`src/rtl/irq_msg_pkg.sv`:
```
package irq_msg_pkg;
  localparam int REG_W = 32;
  localparam int NLANE = REG_W / 8;

  typedef enum logic [2:0] {
    RA_REQ    = 3'd0,
    RA_MASK   = 3'd1,
    RA_PEND   = 3'd2,
    RA_CTRL   = 3'd3,
    RA_TARGET = 3'd4
  } reg_addr_e;

  // big-endian byte lanes: strobe 0 covers the most significant byte
  function automatic logic [REG_W-1:0] lane_merge(input logic [REG_W-1:0] old_v,
                                                  input logic [REG_W-1:0] new_v,
                                                  input logic [NLANE-1:0] be);
    logic [REG_W-1:0] r;
    r = old_v;
    for (int b = 0; b < NLANE; b++)
      if (be[b]) r[REG_W-1-8*b -: 8] = new_v[REG_W-1-8*b -: 8];
    return r;
  endfunction

  function automatic logic [REG_W-1:0] msg_addr_of(input logic [REG_W-1:0] t);
    return {t[REG_W-1:5], 5'b0};
  endfunction

  function automatic logic [REG_W-1:0] msg_data_of(input logic [REG_W-1:0] t);
    return {{(REG_W-5){1'b0}}, t[4:0]};
  endfunction
endpackage

```
`src/rtl/irq_msg_regs.sv`:
```
module irq_msg_regs
  import irq_msg_pkg::*;
#(
  parameter int          NUM_SRC    = 28,
  parameter logic [31:0] TARGET_RST = 32'hFFFB_0003
) (
  input  logic               clk,
  input  logic               rst_n,
  input  logic [NUM_SRC-1:0] irq_in,
  input  logic [2:0]         reg_addr,
  input  logic               reg_we,
  input  logic [NLANE-1:0]   reg_be,
  input  logic [REG_W-1:0]   reg_wdata,
  input  logic               reg_re,
  output logic [REG_W-1:0]   reg_rdata,
  output logic               mask_err,
  output logic [NUM_SRC-1:0] mask_src,
  output logic               ctrl_berr,
  output logic [REG_W-1:0]   target
);
  localparam logic [REG_W-1:0] IMPL = (NUM_SRC >= REG_W) ? '1 : ((REG_W'(1) << NUM_SRC) - 1);

  logic [NUM_SRC-1:0] req_q, pend_q;
  logic [REG_W-1:0]   mask_q, ctrl_q, tgt_q;
  logic [REG_W-1:0]   mask_merged, ctrl_merged, tgt_merged;
  logic               wr_mask, wr_ctrl, wr_tgt, pend_clr, mask_bad;
  logic [REG_W-1:0]   req_x, pend_x;

  assign wr_mask  = reg_we && reg_addr == RA_MASK;
  assign wr_ctrl  = reg_we && reg_addr == RA_CTRL;
  assign wr_tgt   = reg_we && reg_addr == RA_TARGET;
  assign pend_clr = (reg_we || reg_re) && reg_addr == RA_PEND;

  assign mask_merged = lane_merge(mask_q, reg_wdata, reg_be);
  assign ctrl_merged = lane_merge(ctrl_q, reg_wdata, reg_be);
  assign tgt_merged  = lane_merge(tgt_q,  reg_wdata, reg_be);
  assign mask_bad    = wr_mask && ((mask_merged & ~IMPL) != '0) && (mask_merged != '1);

  always_ff @(posedge clk) begin
    if (!rst_n) begin
      req_q    <= '0;
      pend_q   <= '0;
      mask_q   <= '0;
      ctrl_q   <= '0;
      tgt_q    <= TARGET_RST;
      mask_err <= 1'b0;
    end else begin
      req_q    <= req_q | (irq_in & mask_src);
      pend_q   <= (pend_clr ? '0 : pend_q) | irq_in;
      mask_err <= mask_bad;
      if (wr_mask) mask_q <= mask_merged;
      if (wr_ctrl) ctrl_q <= ctrl_merged;
      if (wr_tgt)  tgt_q  <= tgt_merged;
    end
  end

  always_comb begin
    req_x  = '0;
    pend_x = '0;
    req_x[NUM_SRC-1:0]  = req_q;
    pend_x[NUM_SRC-1:0] = pend_q;
    reg_rdata = '0;
    if (reg_re) begin
      case (reg_addr)
        RA_REQ:    reg_rdata = req_x;
        RA_MASK:   reg_rdata = mask_q;
        RA_PEND:   reg_rdata = pend_x;
        RA_CTRL:   reg_rdata = {{(REG_W-1){1'b0}}, ctrl_q[0]};
        RA_TARGET: reg_rdata = tgt_q;
        default:   reg_rdata = '0;
      endcase
    end
  end

  assign mask_src  = mask_q[NUM_SRC-1:0];
  assign ctrl_berr = ctrl_q[0];
  assign target    = tgt_q;

  p_pend_clear_r3: assert property (@(posedge clk) disable iff (!rst_n)
    pend_clr |=> pend_q == $past(irq_in));
  p_req_readonly_r4: assert property (@(posedge clk) disable iff (!rst_n)
    (reg_we && reg_addr == RA_REQ) |=> req_q == ($past(req_q) | ($past(irq_in) & $past(mask_src))));
  p_allones_ok_r10: assert property (@(posedge clk) disable iff (!rst_n)
    (wr_mask && mask_merged == '1) |=> !mask_err);
endmodule

```
`src/rtl/irq_event_detect.sv`:
```
module irq_event_detect #(
  parameter int NUM_SRC = 28
) (
  input  logic               clk,
  input  logic               rst_n,
  input  logic [NUM_SRC-1:0] irq_in,
  input  logic [NUM_SRC-1:0] mask_src,
  input  logic               ctrl_berr,
  output logic [NUM_SRC-1:0] fire
);
  logic [NUM_SRC-1:0] hit, hit_q;

  assign hit  = irq_in & mask_src;
  assign fire = ctrl_berr ? '0 : (hit & ~hit_q);

  always_ff @(posedge clk) begin
    if (!rst_n) hit_q <= '0;
    else        hit_q <= hit;
  end

  p_no_repeat_fire_r8: assert property (@(posedge clk) disable iff (!rst_n)
    (fire != '0) |=> ((fire & $past(fire)) == '0));
endmodule

```
`src/rtl/irq_send_queue.sv`:
```
module irq_send_queue #(
  parameter int NUM_SRC = 28
) (
  input  logic               clk,
  input  logic               rst_n,
  input  logic [NUM_SRC-1:0] fire,
  input  logic               msg_ready,
  output logic               msg_valid
);
  logic [NUM_SRC-1:0] flags_q, sel, clr;

  // one-hot of the lowest waiting source
  always_comb begin
    sel = '0;
    for (int i = NUM_SRC - 1; i >= 0; i--)
      if (flags_q[i]) sel = NUM_SRC'(1) << i;
  end

  assign msg_valid = |flags_q;
  assign clr       = (msg_valid && msg_ready) ? sel : '0;

  always_ff @(posedge clk) begin
    if (!rst_n) flags_q <= '0;
    else        flags_q <= (flags_q & ~clr) | fire;
  end

  p_hold_valid_r6: assert property (@(posedge clk) disable iff (!rst_n)
    (msg_valid && !msg_ready) |=> msg_valid);
  p_lowest_first_r9: assert property (@(posedge clk) disable iff (!rst_n)
    (msg_valid && msg_ready) |-> ($onehot(clr) && ((flags_q & (clr - NUM_SRC'(1))) == '0)));
  p_merge_keep_r9: assert property (@(posedge clk) disable iff (!rst_n)
    (fire != '0) |=> ((flags_q & $past(fire)) == $past(fire)));
endmodule

```
`src/rtl/irq_msg_agg.sv`:
```
module irq_msg_agg
  import irq_msg_pkg::*;
#(
  parameter int          NUM_SRC    = 28,
  parameter logic [31:0] TARGET_RST = 32'hFFFB_0003
) (
  input  logic               clk,
  input  logic               rst_n,
  input  logic [NUM_SRC-1:0] irq_in,
  input  logic [2:0]         reg_addr,
  input  logic               reg_we,
  input  logic [3:0]         reg_be,
  input  logic [31:0]        reg_wdata,
  input  logic               reg_re,
  output logic [31:0]        reg_rdata,
  output logic               mask_err,
  output logic               msg_valid,
  input  logic               msg_ready,
  output logic [31:0]        msg_addr,
  output logic [31:0]        msg_data
);
  logic [NUM_SRC-1:0] mask_src, fire;
  logic               ctrl_berr;
  logic [REG_W-1:0]   target;

  irq_msg_regs #(.NUM_SRC(NUM_SRC), .TARGET_RST(TARGET_RST)) u_regs (
    .clk, .rst_n, .irq_in, .reg_addr, .reg_we, .reg_be, .reg_wdata, .reg_re,
    .reg_rdata, .mask_err, .mask_src, .ctrl_berr, .target
  );

  irq_event_detect #(.NUM_SRC(NUM_SRC)) u_detect (
    .clk, .rst_n, .irq_in, .mask_src, .ctrl_berr, .fire
  );

  irq_send_queue #(.NUM_SRC(NUM_SRC)) u_queue (
    .clk, .rst_n, .fire, .msg_ready, .msg_valid
  );

  assign msg_addr = msg_addr_of(target);
  assign msg_data = msg_data_of(target);

  p_quiet_suppressed_r7: assert property (@(posedge clk) disable iff (!rst_n)
    ($past(ctrl_berr) && !$past(msg_valid)) |-> !msg_valid);
  p_stable_msg_r6: assert property (@(posedge clk) disable iff (!rst_n)
    (msg_valid && !msg_ready && !(reg_we && reg_addr == RA_TARGET)) |=> $stable(msg_addr) && $stable(msg_data));
endmodule

```
`config.mk`:
```
export PLATFORM = sky130hd
export DESIGN_NAME = irq_msg_agg
export DESIGN_NICKNAME = d
export VERILOG_FILES = /design/src/rtl/irq_msg_pkg.sv /design/src/rtl/irq_msg_regs.sv /design/src/rtl/irq_event_detect.sv /design/src/rtl/irq_send_queue.sv /design/src/rtl/irq_msg_agg.sv
export SDC_FILE = /design/constraint.sdc
export NUM_CORES = 1
export LEC_CHECK = 0
export ABC_AREA = 1
export BUFFER_PORTS_ARGS = -buffer_cell sky130_fd_sc_hd__buf_2
export CORE_MARGIN = 5
export CORE_UTILIZATION = 35
export DETAILED_ROUTE_END_ITERATION = 16
export GPL_ROUTABILITY_DRIVEN = 0
export PLACE_DENSITY = 0.57
export SKIP_LAST_GASP = 1
export SLEW_MARGIN = 10
export SYNTH_ARGS = -nofsm -noshare
export SYNTH_HDL_FRONTEND = slang
export SYNTH_SLANG_ARGS = --single-unit
```
`constraint.sdc`:
```
create_clock -name clk -period 2.5 [get_ports clk]
set_input_delay 0.125 -clock clk [delete_from_list [all_inputs] [get_ports clk]]
set_output_delay 0.125 -clock clk [all_outputs]
set_load 0.005 [all_outputs]
```
After elaboration in Yosys (flattened, before gate mapping):

Index checks and enable logic that the tools add are counted.

* register bits: 178
* latch bits: 0
* bits in writable memories: 0
* ROM bits: 0
* output and inout bits: 98
* logic and storage cells: 77
* memories: 0

* add/subtract/negate cells: 0
* multipliers: 0
* divide/modulo/power cells: 0
* $lt $le $gt $ge: 0
* equal/unequal tests: 5
* shift operators: 0
* multiplexer cells: 37
* bitwise operators: 8
* reduce and logical (&&, ||, !) cells: 16

Operators by type and width (count)
* $mux W28: 31
* $pmux W32 S5: 1
* $and A28 B28 Y28: 3
* $or A28 B28 Y28: 3
* $not A28 Y28: 2
* $mux W32: 1
* $mux W8: 4
* $ne A32 B32 Y1 const B: 1
* $reduce_bool A32 Y1: 1
* $reduce_or A28 Y1: 1
* $reduce_and A2 Y1: 5
* $logic_and A1 B1 Y1: 7
* $eq A3 B2 Y1 const B: 2
* $eq A3 B1 Y1 const B: 1
* $eq A3 B3 Y1 const B: 1
* $logic_not A3 Y1: 1
* $logic_or A1 B1 Y1: 1

Depth between registers and ports, before layout:

* depth after elaboration: 32
* mapped depth: 10
* mapped depth without buffers: 9

Modules after synthesis:

Synthesis repeated with hierarchy kept, for this count alone.

* cell total of the unflattened synthesis: 1242
* area, all modules: 8734.6 um2

Modules (own cells, without submodules)
* irq_msg_regs: instances 1, cells each 793, area an instance 5776.8 um2, seq. area each 2442.3 um2
* irq_send_queue: instances 1, cells each 242, area an instance 1507.7 um2, seq. area each 560.5 um2
* irq_event_detect: instances 1, cells each 174, area an instance 1206.2 um2, seq. area each 560.5 um2
* irq_msg_agg: instances 1, cells each 33, area an instance 244.0 um2, seq. area each 0.0 um2

Worst setup path after synthesis:

No wires, ideal clock.

* kind: register to register
* start: reg u_queue.flags_q[5]
* end: reg u_queue.flags_q[17]
* library setup time: 70 ps
* data arrival time: 1293 ps
* required time: 2430 ps
* slack: 1137 ps
* stages on the path, launching flop included: 11
* buffers on the path: 1
* period minus slack after synthesis: 1363 ps
* cells stage by stage: dfxtp_1 nor2_1 nand2_1 inv_1 nand2_1 nor2_2 nand2_2 buf_2 nand4_1 nand2_1 a21oi_1

* elaborated cells on any way between the ends: 12
* classes of those cells: mux (7); bitwise (3); reduce/logical (2)

RTL lines
* start: declaration: RTL line irq_send_queue.sv:10 `logic [NUM_SRC-1:0] flags_q, sel, clr;`
* start signal: assignment: RTL line irq_send_queue.sv:24 `else flags_q <= (flags_q & ~clr) | fire;`
* $reduce_or A28 Y1: RTL line irq_send_queue.sv:19 `assign msg_valid = |flags_q;`
* via msg_valid: RTL line irq_msg_agg.sv:17 `output logic msg_valid,`
* $logic_and A1 B1 Y1: RTL line irq_send_queue.sv:20 `assign clr = (msg_valid && msg_ready) ? sel : '0;`
* $mux W28: RTL line irq_send_queue.sv:20
* $not A28 Y28: RTL line irq_send_queue.sv:24
* $and A28 B28 Y28: RTL line irq_send_queue.sv:24
* $or A28 B28 Y28: RTL line irq_send_queue.sv:24

The timed path passes the listed nets, and every way through them passes these cells.
A chain may end at the register's enable or synchronous reset.

Final worst setup path:

* start: reg u_queue.flags_q[1]
* end: out msg_valid

* word-level cells in the longest chain between the ends: 1

Ends and longest elaborated chain (RTL line)
* $reduce_or A28 Y1: irq_send_queue.sv:19
* end: declaration: irq_msg_agg.sv:17

Every way passes these cells.

==> run metrics <==
Yosys warning total 0; core box area 0.0218 sq mm; reg-to-reg endpoint u_queue.flags_q[8]; worst slew pin tran approximately 0.62 ns; max-cap viol count 0; Worst setup SP type register; Yosys top cell area share around 46%; Worst slew margin 58.8%; Initial Util 35.6%; number of port buffers 137; post-cts resize count 0; DR DRC count 0; Iteration-0 DRC Markers 457; hold depth 3; Yosys cell types 36; Crit Path Max Fanout 17; Crit path required time 2.38 ns; worst min-delay path startpoint reg_wdata[19]; pin count of the biggest net entering global routing 60; critical path class register to output port; Hold EP u_regs.target[19]; Total Wirelength approximately 24 mm; Tot GR Track Use 18.4%; Pleak 4.09 nW; post-synthesis instance total 1,059; syn_area_per_cell 7.33 sq um; PwrDens 671 mW/mm^2; Post-synth EDFFs 0; wire per inst 15.6 um; outcome finished clean; worst skew pair latency 0.43 ns; period utilisation layout 78.7%; clk slew on worst S/H paths approximately 0.070 ns; Netlist Area Pre-Place around 0.0078 sq mm; die area approximately 0.025 sq mm; vias in the first global route 7,265; TritonCTS Buffers 17; Sink Count approximately 180; Vias/cell between 4 and 5; DP Wirelength about 16 mm; RSZ-0062 raised after global routing no; TritonCTS clock tree built; Seq/Total Area, Yosys approximately 46%; # setup viols final 0; FFs w/ async S/R, synth 0%; global-route wire length before repair between 30 and 40 mm; leading area contributor after synthesis dfxtp_1; layout cell share with drive strength beyond 1 16.9%; Clock Skews 0.0153 ns; io pins 170; crit path DAT 1.84 ns; final instance area 0.00968 sq mm; die width about 160 um; First-pass DRT Iterations 5; clock root buffer master clkbuf_16; Final #Nets 1,296; #FFs+latches synth 178; post-route antenna net violation count 0; fin. max-slew vios 0; Worst R2R Path Depth 9; Max IR drop VDD 0.498 mV; Final min period 1.97 ns; Setup TNS Final 0 ns; Layout area overhead 24.7%; num rows 54; Worst R2R Start u_queue.flags_q[3]; die height 159 um; worst hold path class input pin to register; Area contributors post-synth dfxtp_1 (46%), nand2_1 (11%), nor2_1 (8.3%), a21oi_1 (7.6%), o21ai_0 (3.9%); final hold viol count 0; initial antenna violation count 2; vias between 7,000 and 8,000; worst reg-to-reg setup slack just over 0.7 ns; placed inst area 0.00856 sq mm; H-tree levels 4; most used flip-flop cell after synthesis dfxtp_1; Max clock buf depth 2; total global routing overflow 0; Worst setup EP type output port; FMAX 508 MHz
==> per-layer routing <==
metal	global-route usage, %	vias up	part of all wire [%]
met4	4.30	2	1.3
li1	-	3776	-
met2	30.8	174	47
met1	24.7	3510	47
met5	0	-	0.055
met3	3.55	24	4.8
==> layout make-up <==
cell class              instances  area, sq um
fillers                      2284        12100
flip-flops and latches        178         3560
multi-input cells             742         3530
repair buffers                202         1310
clock buffers                  18          429
well taps                     280          350
inverters                      83          314
clock inverters                14          180
diodes                          1         2.50
==> cells in the mapped netlist (2+ instances only) <==
cell / instances
dfxtp_1: 178
a21boi_0: 9
buf_2: 12
a221oi_1: 27
mux2i_1: 2
inv_2: 9
a31oi_1: 2
a21oi_1: 118
clkbuf_1: 38
buf_4: 35
nor3_1: 12
inv_1: 74
o211ai_1: 17
a211oi_2: 11
nand2_1: 225
nor2_1: 171
a211oi_1: 6
o21ai_1: 8
nand3_1: 9
nor2_2: 3
nand4_1: 17
nor3_4: 2
o21ai_0: 61
==> power by group <==
group,total [mW],switching (mW),internal [mW],leakage (nW)
clock,2.77,1.19,1.59,0.291
sequential,2.98,0.0522,2.92,1.45
combinational,0.750,0.475,0.275,2.35
total,6.50,1.71,4.79,4.09
==> cells in the final DEF, fill, tap and decap left out, types with 2 or more instances in the layout <==
cell type,n
conb_1,32
nor2_1,171
nand3_1,9
nor2_2,2
o211ai_1,17
dlygate4sd3_1,51
a21boi_0,9
a211oi_1,6
nand2_1,225
a21oi_1,118
nor3_1,12
o21ai_1,8
clkbuf_16,17
bufinv_16,3
a31oi_1,2
inv_1,74
dfxtp_1,178
clkinvlp_4,2
inv_2,8
buf_4,13
a211oi_2,11
nor3_4,2
a221oi_1,27
inv_6,3
mux2i_1,2
clkinv_4,5
buf_2,137
nand4_1,17
o21ai_0,61
==> cells by family (layout without fill, tap and decap cells) <==
group | count (synthesis) | in the layout | synth area share, %
AOI/OAI and AO/OA | 264 | 264 | 20.6
buffers and inverters | 170 | 317 | 10.2
DFF | 178 | 178 | 45.9
muxes | 2 | 2 | 0.258
other | 1 | 33 | 0.0483
and+or+nand+nor | 444 | 444 | 22.9
==> state kept, by name (all words and copies together), names as in the netlist <==
register         flops
u_regs.mask_q       32
u_regs.target       32
u_regs.pend_q       28
u_detect.hit_q      28
u_queue.flags_q     28
u_regs.ctrl_q        1
u_regs.mask_err      1
u_regs.req_q        28
==> critical path: stages, from the launching register on <==
cell and delay [ns]:
dfxtp_1 0.33, nor2_1 0.15, nand2_1 0.14, inv_2 0.09, nand2_1 0.09, nor2_2 0.16
nand2_2 0.23, buf_2 0.23
==> repair_timing <==
item                      4_1_cts  5_1_grt
hold endpoints to repair       60        0
hold buffers                   51        0
setup buffers                   0        0
==> stage by stage <==
step                worst slack, ns  utilization, %  hold WS, ns  total power, mW  instances
floorplan                      1.14               -        0.242             3.51       1090
global placement              0.791            39.2        0.346             3.72       1434
detailed placement            0.741            39.2        0.361             3.72       1434
CTS                           0.517            44.4      0.00925             6.55       1517
global route                  0.384            44.4       0.0196             6.77       1518
finish                        0.532            44.4       0.0106             6.50       1518
==> worst max-delay path by stage <==
stage / start / endpoint / slack, ns / depth (start not counted)
floorplan: u_queue.flags_q[5] / u_queue.flags_q[17] / 1.14 / 10
global placement: reg_addr[2] / reg_rdata[19] / 0.79 / 10
detailed placement: u_queue.flags_q[3] / u_queue.flags_q[1] / 0.74 / 9
CTS: u_queue.flags_q[1] / msg_valid / 0.52 / 7
global route: u_queue.flags_q[1] / msg_valid / 0.38 / 7
finish: u_queue.flags_q[1] / msg_valid / 0.53 / 7
Power figures use the tool's default switching activity.
